$ cat src/rtl/spi_chan_pkg.sv
package spi_chan_pkg;

   typedef enum logic [1:0] {
      MODE_DUPLEX = 2'd0,
      MODE_RXONLY = 2'd1,
      MODE_TXONLY = 2'd2,
      MODE_SPARE  = 2'd3
   } xfer_mode_e;

   // Field order is fixed: bit 14 down to bit 0
   typedef struct packed {
      logic [4:0] wlen;
      xfer_mode_e mode;
      logic       dma_wr_en;
      logic       dma_rd_en;
      logic       tx_off1;
      logic       tx_off0;
      logic       in_sel;
      logic       b2b;
      logic       cs_pol;
      logic       cs_force;
   } chan_cfg_t;

   localparam int CFG_W = $bits(chan_cfg_t);
   localparam logic [CFG_W-1:0] CFG_RESET = 15'h0028;

endpackage

$ cat src/rtl/spi_clk_div.sv
module spi_clk_div #(
   parameter int DIV = 2
) (
   input  logic clk,
   input  logic rst_n,
   input  logic run,
   output logic tick
);

   generate
      if (DIV < 1) begin : g_bad
         $error("spi_clk_div: DIV must be at least 1");
      end

      if (DIV == 1) begin : g_direct
         assign tick = run;
      end else begin : g_count
         localparam int CW = $clog2(DIV);
         logic [CW-1:0] cnt_q;

         always_ff @(posedge clk or negedge rst_n) begin
            if (!rst_n) begin
               cnt_q <= '0;
            end else if (!run || tick) begin
               cnt_q <= '0;
            end else begin
               cnt_q <= cnt_q + 1'b1;
            end
         end

         assign tick = run && (cnt_q == CW'(DIV - 1));
      end
   endgenerate

endmodule

$ cat src/rtl/spi_shift_eng.sv
module spi_shift_eng #(
   parameter int DATA_W = 16,
   localparam int LW    = $clog2(DATA_W)
) (
   input  logic              clk,
   input  logic              rst_n,
   input  logic              start,
   input  logic              tick,
   input  logic [LW-1:0]     len_m1,
   input  logic [DATA_W-1:0] tx_word,
   input  logic              rx_bit,
   output logic              busy,
   output logic              sclk,
   output logic              tx_bit,
   output logic              done,
   output logic [DATA_W-1:0] rx_word
);

   logic [DATA_W-1:0] tx_sh;
   logic [DATA_W-1:0] rx_sh;
   logic [LW-1:0]     cnt_q;
   logic [LW-1:0]     len_q;

   always_ff @(posedge clk or negedge rst_n) begin
      if (!rst_n) begin
         busy  <= 1'b0;
         sclk  <= 1'b0;
         done  <= 1'b0;
         tx_sh <= '0;
         rx_sh <= '0;
         cnt_q <= '0;
         len_q <= '0;
      end else begin
         done <= 1'b0;
         if (start && !busy) begin
            busy  <= 1'b1;
            sclk  <= 1'b0;
            tx_sh <= tx_word;
            rx_sh <= '0;
            cnt_q <= len_m1;
            len_q <= len_m1;
         end else if (busy && tick) begin
            if (!sclk) begin
               sclk  <= 1'b1;
               rx_sh <= {rx_sh[DATA_W-2:0], rx_bit};
            end else begin
               sclk  <= 1'b0;
               tx_sh <= {tx_sh[DATA_W-2:0], 1'b0};
               if (cnt_q == '0) begin
                  busy <= 1'b0;
                  done <= 1'b1;
               end else begin
                  cnt_q <= cnt_q - 1'b1;
               end
            end
         end
      end
   end

   assign tx_bit  = busy ? tx_sh[len_q] : 1'b0;
   assign rx_word = rx_sh;

endmodule

$ cat src/rtl/spi_req_gen.sv
module spi_req_gen (
   input  logic en,
   input  logic rd_en,
   input  logic wr_en,
   input  logic rx_full,
   input  logic tx_full,
   output logic rd_req,
   output logic wr_req
);

   assign rd_req = en && rd_en && rx_full;
   assign wr_req = en && wr_en && !tx_full;

endmodule

$ cat src/rtl/spi_chan_master.sv
module spi_chan_master
   import spi_chan_pkg::*;
#(
   parameter int DATA_W = 16,
   parameter int DIV    = 2
) (
   input  logic              clk,
   input  logic              rst_n,
   input  logic              chan_en,
   input  logic              cfg_we,
   input  logic [14:0]       cfg_wdata,
   input  logic              tx_we,
   input  logic [DATA_W-1:0] tx_wdata,
   input  logic              rx_re,
   output logic [DATA_W-1:0] rx_rdata,
   output logic              dma_rd_req,
   output logic              dma_wr_req,
   output logic              spi_sclk,
   output logic              spi_cs,
   output logic              d0_out,
   output logic              d0_oe,
   output logic              d1_out,
   output logic              d1_oe,
   input  logic              d0_in,
   input  logic              d1_in
);

   localparam int LW = $clog2(DATA_W);

   generate
      if (DATA_W < 4 || DATA_W > 32) begin : g_bad_width
         $error("spi_chan_master: DATA_W must lie in 4..32");
      end
      if (CFG_W != 15) begin : g_bad_cfg
         $error("spi_chan_master: configuration word must be 15 bits");
      end
   endgenerate

   chan_cfg_t         cfg_q;
   logic [DATA_W-1:0] tx_hold;
   logic [DATA_W-1:0] rx_hold;
   logic              tx_full;
   logic              rx_full;
   logic              rx_go;
   logic              en_q;
   logic              busy;
   logic              done;
   logic              tick;
   logic              tx_bit;
   logic              rx_bit;
   logic [DATA_W-1:0] rx_word;
   logic [4:0]        code_eff;
   logic [LW-1:0]     len_m1;
   logic              tx_mode;
   logic              rx_capture;
   logic              start;

   // Effective length: reserved short codes map to 4 bits, long ones clamp
   always_comb begin
      code_eff = cfg_q.wlen;
      if (code_eff < 5'd3) begin
         code_eff = 5'd3;
      end
      if (int'(code_eff) > DATA_W - 1) begin
         code_eff = 5'(DATA_W - 1);
      end
   end
   assign len_m1 = code_eff[LW-1:0];

   assign tx_mode    = (cfg_q.mode != MODE_RXONLY);
   assign rx_capture = done && (cfg_q.mode != MODE_TXONLY);
   assign start      = chan_en && !busy && !done
                       && (cfg_q.b2b || !rx_full)
                       && (tx_mode ? tx_full : rx_go);

   always_ff @(posedge clk or negedge rst_n) begin
      if (!rst_n) begin
         cfg_q   <= chan_cfg_t'(CFG_RESET);
         tx_hold <= '0;
         rx_hold <= '0;
         tx_full <= 1'b0;
         rx_full <= 1'b0;
         rx_go   <= 1'b0;
         en_q    <= 1'b0;
      end else begin
         en_q <= chan_en;
         if (cfg_we) begin
            cfg_q <= chan_cfg_t'(cfg_wdata);
         end
         if (tx_we) begin
            tx_hold <= tx_wdata;
            tx_full <= 1'b1;
         end else if (start && tx_mode) begin
            tx_full <= 1'b0;
         end
         if (rx_capture) begin
            rx_hold <= rx_word;
            rx_full <= 1'b1;
         end else if (rx_re) begin
            rx_full <= 1'b0;
         end
         if ((chan_en && !en_q) || (rx_re && rx_full)) begin
            rx_go <= 1'b1;
         end else if (start) begin
            rx_go <= 1'b0;
         end
      end
   end

   spi_clk_div #(
      .DIV (DIV)
   ) u_div (
      .clk   (clk),
      .rst_n (rst_n),
      .run   (busy),
      .tick  (tick)
   );

   assign rx_bit = cfg_q.in_sel ? d1_in : d0_in;

   spi_shift_eng #(
      .DATA_W (DATA_W)
   ) u_eng (
      .clk     (clk),
      .rst_n   (rst_n),
      .start   (start),
      .tick    (tick),
      .len_m1  (len_m1),
      .tx_word (tx_hold),
      .rx_bit  (rx_bit),
      .busy    (busy),
      .sclk    (spi_sclk),
      .tx_bit  (tx_bit),
      .done    (done),
      .rx_word (rx_word)
   );

   spi_req_gen u_req (
      .en      (chan_en),
      .rd_en   (cfg_q.dma_rd_en),
      .wr_en   (cfg_q.dma_wr_en),
      .rx_full (rx_full),
      .tx_full (tx_full),
      .rd_req  (dma_rd_req),
      .wr_req  (dma_wr_req)
   );

   assign d0_oe    = busy && tx_mode && !cfg_q.tx_off0;
   assign d1_oe    = busy && tx_mode && !cfg_q.tx_off1;
   assign d0_out   = d0_oe && tx_bit;
   assign d1_out   = d1_oe && tx_bit;
   assign spi_cs   = cfg_q.cs_force ^ cfg_q.cs_pol;
   assign rx_rdata = rx_hold;

endmodule

$ cat config.mk
export PLATFORM = sky130hd
export DESIGN_NAME = spi_chan_master
export DESIGN_NICKNAME = d
export VERILOG_FILES = /design/src/rtl/spi_chan_pkg.sv /design/src/rtl/spi_clk_div.sv /design/src/rtl/spi_shift_eng.sv /design/src/rtl/spi_req_gen.sv /design/src/rtl/spi_chan_master.sv
export SDC_FILE = /design/constraint.sdc
export NUM_CORES = 1
export LEC_CHECK = 0
export BUFFER_PORTS_ARGS = -buffer_cell sky130_fd_sc_hd__buf_2
export CORE_MARGIN = 1
export CORE_UTILIZATION = 53
export CTS_BUF_LIST = sky130_fd_sc_hd__clkbuf_8
export DETAILED_ROUTE_END_ITERATION = 16
export PLACE_DENSITY = 0.81
export RECOVER_POWER = 25
export SLEW_MARGIN = 25
export SYNTH_ARGS = -nofsm -noshare
export SYNTH_HDL_FRONTEND = slang
export SYNTH_SLANG_ARGS = --single-unit
$ cat constraint.sdc
create_clock -name clk -period 1.5 [get_ports clk]
set_clock_uncertainty 0.1 [all_clocks]
set_input_delay 0.075 -clock clk [delete_from_list [all_inputs] [get_ports clk]]
set_output_delay 0.075 -clock clk [all_outputs]
set_load 0.005 [all_outputs]
==> results.sh, run 1 <==
export IMPL_synth_fa_ha_area_frac=0.003059
export IMPL_critPathMaxFanout=3
export IMPL_synth_top_area_cell="dfrtp_1"
export IMPL_hold_path_class="in2reg"
export IMPL_rsz0062_at_grt="true"
export IMPL_critical_path_buf_inv_count=1
export IMPL_drive_gt1_frac=0.4847
export IMPL_cap_viol_max_count=0
export IMPL_cts_root_buf="clkbuf_8"
export IMPL_vdd_drop_max_mv=0.5891
export IMPL_p_seq_frac=0.546
export IMPL_pwr_share_comb=0.090
export IMPL_cpPeakStageDelay_ns=0.51
export IMPL_routabilityCongestion=0.9148
export IMPL_fp_dieH_um=89.85
export IMPL_syn_area_per_cell_um2=11.62
export IMPL_layout_setup_ws_ns=-0.5748
export IMPL_synth_compound_area_frac=0.08137
export IMPL_core_um2=7370
export IMPL_gr_usage_all_layers=0.2787
export IMPL_muxShareOfSynthArea=0.1609
export IMPL_end_kind="primary output"
export IMPL_grt_pass1_vias=3596
export IMPL_pre_cts_ws_ns=-0.1854
export IMPL_tightestPinTransition_ns=0.8533
export IMPL_path_cells="mux4_2 > nand2b_4 > a22oi_2 > nor3_2 > buf_2"
export IMPL_final_antenna_net_count=0
export IMPL_synth_common_cells="93 x dfrtp_1, 70 x nand2_1, 44 x mux2_2, 21 x o21ai_0, 19 x nor3_1"
export IMPL_power_density_nw_per_um2=841.4
export IMPL_p_int_w=0.003860
export IMPL_insertedDiodeCount=0
export IMPL_postLayoutCoreUtil=0.8222
export IMPL_core_rowCount=31
export IMPL_synth_edf_count=0
export IMPL_clockBufferDepth=2
export IMPL_wl_um=12350
export IMPL_stdcell_count=590
export IMPL_clkSlewWorstSetupHoldPaths_ns=0.10
export IMPL_fin_nets=526
export IMPL_clkPwrFrac=0.364
export IMPL_cts_inserted_buffers=9
export IMPL_io_buffers=62
export IMPL_grt_ovfl_total=0
export IMPL_finalSetupViolations=47
export IMPL_dp_cells=524
export IMPL_wl_per_cell_um=20.93
export IMPL_synth_most_common_cell="dfrtp_1"
export IMPL_first_pass_iters=5
export IMPL_synth_area_leaders="dfrtp_1 57%, mux2_2 12%, nand2_1 6.4%"
export IMPL_synthesis_area_um2=4090
export IMPL_synth_top_cell_area_share=0.5690
export IMPL_p_leak_nw=2.756
export IMPL_required_ns=1.32
export IMPL_synth_simple_area_share=0.1331
export IMPL_p_switching_w=0.001239
export IMPL_status="finished, violations left"
export IMPL_ios=63
export IMPL_syn_nets=392
export IMPL_clk_latency_ns=0.37
export IMPL_yosys_register_bits=95
export IMPL_period_needed_ns=2.075
export IMPL_synth_top_family_by_area="multiplexers"
export IMPL_synth_cell_types=46
export IMPL_crit_slowest_cell="mux4_2"
export IMPL_antenna_found_initial=0
export IMPL_die_area_um2=8073
export IMPL_ys_warn_count=0
export IMPL_crit_cells=5
export IMPL_violations="negative setup slack"
export IMPL_syn_inst=352
export IMPL_hold_viol=0
export IMPL_cp_top_family="multiplexers"
export IMPL_hpwl_um=6160
export IMPL_p_sw_frac=0.2430
export IMPL_setup_worst_path_start_class="register"
export IMPL_relSlewSlack=0.4311
export IMPL_clock_sinks=95
export IMPL_area_growth_pct=48.15
export IMPL_die_x_um=89.85
export IMPL_min_path_cells=3
export IMPL_synthFlopType="dfrtp_1"
export IMPL_power_total_w=0.005099
export IMPL_r2r_worst_path_cells=5
export IMPL_grt_max_degree=36
export IMPL_via_per_inst=5.905
export IMPL_critical_path_class="reg2out"
export IMPL_grt_pass1_wl_um=17550
export IMPL_ctsHtreeMaxLevel=3
export IMPL_initial_utilization=0.5550
export IMPL_period_share=1.383
export IMPL_drc=0
export IMPL_crit_arrival_ns=1.90
export IMPL_fmax_ghz=0.4820
export IMPL_setup_tns_ns=-4.551
export IMPL_async_reset_ff_frac=1.000
export IMPL_ys_seq_area_frac=0.5818
export IMPL_drv_slew=0
export IMPL_synth_xor_area_frac=0.004283
export IMPL_cts_tree="yes"
export IMPL_vias=3484
export IMPL_drt_iter0_drc=222
## layout make-up
type	count	area, um^2
clock inverter	7	87.58
tap	99	123.9
fill	394	1310
clock buffer	9	123.9
multi-input combinational	229	2079
sequential	95	2381
timing repair buffer	142	1230
inverter	9	33.78
## placed cells by master (no fill, tap or decap), types with 4 or more instances in the layout
cell,n
mux2i_1,8
inv_1,10
o21ai_0,6
a31oi_4,11
nor3_2,8
a31oi_1,4
buf_6,8
nor3_4,8
buf_2,60
nand2_1,69
clkbuf_8,9
dfrtp_1,92
o21ai_2,15
buf_4,21
mux2_2,35
dlygate4sd3_1,36
mux2_4,10
nor2_1,6
buf_12,8
## per-stage QoR
stage               instance area [um^2]  hold WS [ns]
floorplan                           4098       -0.3206
global placement                    4708      -0.05937
detailed placement                  4708      -0.05839
CTS                                 5698       0.06988
global route                        6060        0.1038
finish                              6060       0.05739
## worst register-to-register path: stages, from the launching register on
cell      delay (ns)
dfrtp_1         0.43
nand2b_4        0.11
mux2i_4         0.28
or2_4           0.30
buf_12          0.17
mux2i_1         0.19
## what timing repair did
item                                   CTS  global route
setup buffers                            6             5
cloned                                   7             2
pin swaps                               17            10
endpoints found under the hold margin  129             0
hold buffers                            36             0
setup endpoints to repair               61            62
gates resized for setup                 63            67
## per-layer routing
layer  vias to the layer above  GRT usage  routed length [um]
met1                      1761     0.3155                4424
met5                         -          0                   0
met2                       171     0.5186                6625
met3                        59    0.03638                 638
li1                       1493          -                   -
met4                         0     0.1331                 664
## power groups by stage
stage	combinational [W]	sequential [W]	clock, W
after floorplan	0.000159	0.00278	0
after global placement	0.000306	0.00280	0
after detailed placement	0.000322	0.00281	0
after CTS	0.000419	0.00276	0.00182
after global routing	0.000498	0.00280	0.00196
final	0.000459	0.00278	0.00186
## sequential cells by signal (all words and copies together), names as in the netlist
register and cells:
rx_rdata 16, tx_hold 16, u_eng.rx_word 16, u_eng.tx_sh 16
cfg_q 15, u_eng.cnt_q 4, u_eng.len_q 4, en_q 1
rx_full 1, rx_go 1, tx_full 1, u_div.g_count.cnt_q 1
u_eng.busy 1, u_eng.done 1, u_eng.sclk 1
## cells by family after synthesis
| group | count (synthesis) |
|---|---|
| DFF | 95 |
| adders and majority gates | 1 |
| AOI/OAI and AO/OA | 52 |
| muxes | 56 |
| buffers and inverters | 28 |
| and+or+nand+nor | 118 |
| xor gates and xnor gates | 2 |
## final timing paths
kind | startpoint | endpoint | slack, ns
worst max-delay path | u_eng.len_q[1]$_DFFE_PN0P_ | d1_out | -0.57
worst min-delay path | tx_we | tx_hold[0]$_DFFE_PN0P_ | 0.06
worst max register to register | cfg_q[8]$_DFFE_PN0P_ | u_eng.cnt_q[0]$_DFFE_PN0P_ | -0.17
worst min register to register | cfg_q[7]$_DFFE_PN0P_ | cfg_q[7]$_DFFE_PN0P_ | 0.41
max in group asynchronous | rst_n | cfg_q[5]$_DFFE_PN1P_ | 0.32
min in group asynchronous | rst_n | u_div.g_count.cnt_q$_DFF_PN0_ | 0.24
(Power assumes the default switching activity.)
==> run 2, diff against run 1 <==
--- a/config.mk
+++ b/config.mk
@@ -6,8 +6,10 @@
 export NUM_CORES = 1
 export LEC_CHECK = 0
 export BUFFER_PORTS_ARGS = -buffer_cell sky130_fd_sc_hd__buf_2
+export CELL_PAD_IN_SITES_DETAIL_PLACEMENT = 1
+export CELL_PAD_IN_SITES_GLOBAL_PLACEMENT = 1
 export CORE_MARGIN = 1
-export CORE_UTILIZATION = 53
+export CORE_UTILIZATION = 42
 export CTS_BUF_LIST = sky130_fd_sc_hd__clkbuf_8
 export DETAILED_ROUTE_END_ITERATION = 16
 export PLACE_DENSITY = 0.81
==> run 2 against run 1 <==
  * The run still ends with negative setup slack left
  * Cell count rose by 5.9%
  * Register-to-register slack got worse by 0.03 ns
  * First-iteration DRC count fell by 23%
  * Routed wire length rose by 15%
  * Sequential power barely moved
  * Fmax fell by 1.5%
==> results.sh, run 2 (synthesized netlist as in run 1, its figures left out) <==
export IMPL_layout_commonest_cell="dfrtp_1"
export IMPL_setup_tns_ns=-6.489
export IMPL_clock_sinks=95
export IMPL_fin_area_um2=6201
export IMPL_drive_gt1_frac=0.5121
export IMPL_stdcell_count=625
export IMPL_ios=63
export IMPL_violations="negative setup slack"
export IMPL_ctsHtreeMaxLevel=3
export IMPL_crit_arrival_ns=1.93
export IMPL_gr_usage_all_layers=0.2690
export IMPL_clockBufferDepth=2
export IMPL_hold_path_class="in2reg"
export IMPL_vias=3429
export IMPL_core_um2=9328
export IMPL_insertedDiodeCount=0
export IMPL_critical_path_class="reg2out"
export IMPL_core_rowCount=35
export IMPL_grt_pass1_wl_um=20140
export IMPL_initial_utilization=0.4385
export IMPL_dp_cells=559
export IMPL_via_per_inst=5.486
export IMPL_fill_cells=920
export IMPL_io_buffers=62
export IMPL_drc=0
export IMPL_power_density_nw_per_um2=838.6
export IMPL_cts_root_buf="clkbuf_8"
export IMPL_p_leak_nw=2.814
export IMPL_clkSlewWorstSetupHoldPaths_ns=0.09
export IMPL_period_needed_ns=2.105
export IMPL_required_ns=1.32
export IMPL_fp_dieH_um=100.7
export IMPL_clk_latency_ns=0.39
export IMPL_place_area_um2=4758
export IMPL_grt_pass1_vias=3735
export IMPL_routabilityCongestion=0.8581
export IMPL_grt_ovfl_total=0
export IMPL_grt_max_degree=41
export IMPL_vdd_drop_max_mv=0.5391
export IMPL_rrSetupSlack_ns=-0.20
export IMPL_drt_iter0_drc=170
export IMPL_fin_nets=531
export IMPL_pre_cts_ws_ns=-0.2212
export IMPL_cap_viol_max_count=0
export IMPL_status="finished, violations left"
export IMPL_layout_common_cells="91 x dfrtp_1, 69 x nand2_1, 60 x buf_2"
export IMPL_setup_worst_path_start_class="register"
export IMPL_drv_slew=0
export IMPL_hpwl_um=6735
export IMPL_area_growth_pct=51.61
export IMPL_antenna_found_initial=0
export IMPL_hold_viol=0
export IMPL_die_x_um=100.7
export IMPL_end_kind="primary output"
export IMPL_layout_setup_ws_ns=-0.6053
export IMPL_relSlewSlack=0.6220
export IMPL_die_area_um2=10140
export IMPL_tightestPinTransition_ns=0.5670
export IMPL_cts_tree="yes"
export IMPL_finalSetupViolations=57
export IMPL_critPathMaxFanout=3
export IMPL_period_share=1.404
export IMPL_wl_um=14210
export IMPL_rsz0062_at_grt="true"
export IMPL_final_antenna_net_count=0
export IMPL_wl_per_cell_um=22.73
export IMPL_fmax_ghz=0.4750
export IMPL_first_pass_iters=4
export IMPL_cts_inserted_buffers=9
run 2: cell count changes in the layout (fill, tap and decap cells not counted), moves of 3 or more:
cell     change
buf_6        +7
nor3_2       -3
a31oi_1      -3
mux2_4       +8
buf_12       -5
nor3_4       +4
mux2_2       -8
run 2: power by group:
part | total (W) | internal, W | switching [W]
combinational | 0.000469 | 0.000246 | 0.000223
sequential | 0.00279 | 0.00268 | 0.000110
clock | 0.00194 | 0.000946 | 0.000996
total | 0.00520 | 0.00387 | 0.00133
run 2: final timing paths:
| path | startpoint | endpoint | cells after the start |
|---|---|---|---|
| worst min register to register | rx_rdata[13]$_DFFE_PN0P_ | rx_rdata[13]$_DFFE_PN0P_ | 1 |
| max in group asynchronous | rst_n | u_eng.busy$_DFFE_PN0P_ | 3 |
| worst min-delay path | cfg_we | cfg_q[12]$_DFFE_PN0P_ | 3 |
| worst max-delay path | u_eng.len_q[1]$_DFFE_PN0P_ | d1_out | 5 |
| worst max register to register | cfg_q[9]$_DFFE_PN0P_ | u_eng.len_q[1]$_DFFE_PN0P_ | 5 |
| min in group asynchronous | rst_n | rx_rdata[1]$_DFFE_PN0P_ | 2 |
run 2: area by class of cell:
class	count	area, um^2	share of cell area
flip-flops and latches	95	2382	0.3842
multi-input cells	229	2176	0.3509
repair buffers	147	1229	0.1981
well taps	129	161.4	0.02603
clock buffers	9	123.9	0.01998
clock inverters	7	95.09	0.01533
inverters	9	33.78	0.005448
run 2: what timing repair did:
| action | 4_1_cts | 5_1_grt |
|---|---|---|
| buffers inserted | 4 | 4 |
| gates cloned | 6 | 1 |
| pin swaps | 16 | 12 |
| hold buffers | 36 | 0 |
| resized for setup | 75 | 86 |
| setup endpoints to repair | 48 | 63 |
| endpoints found under the hold margin | 130 | 0 |
run 2: stage by stage:
| stage | total power [W] | utilization | hold slack (ns) |
|---|---|---|---|
| final | 0.005200 | 0.6648 | 0.08748 |
| after global routing | 0.005354 | 0.6648 | 0.1020 |
| after CTS | 0.005109 | 0.6164 | 0.03273 |
| after detailed placement | 0.003140 | 0.5101 | -0.1148 |
| after global placement | 0.003116 | 0.5101 | -0.1141 |
| after floorplan | 0.002942 | - | -0.3206 |
run 2: per-layer routing:
layer,global-route usage,routed length (um),vias to the layer above
met5,0,0,-
met4,0.1282,513,0
met3,0.03675,466,44
met2,0.4858,7744,100
met1,0.3155,5486,1779
li1,-,-,1506
run 2: worst max-delay path: stages, from the launching register on:
cell,delay [ns]
dfrtp_2,0.42
mux4_2,0.54
nand2b_4,0.17
a22oi_2,0.23
nor3_1,0.07
buf_2,0.13
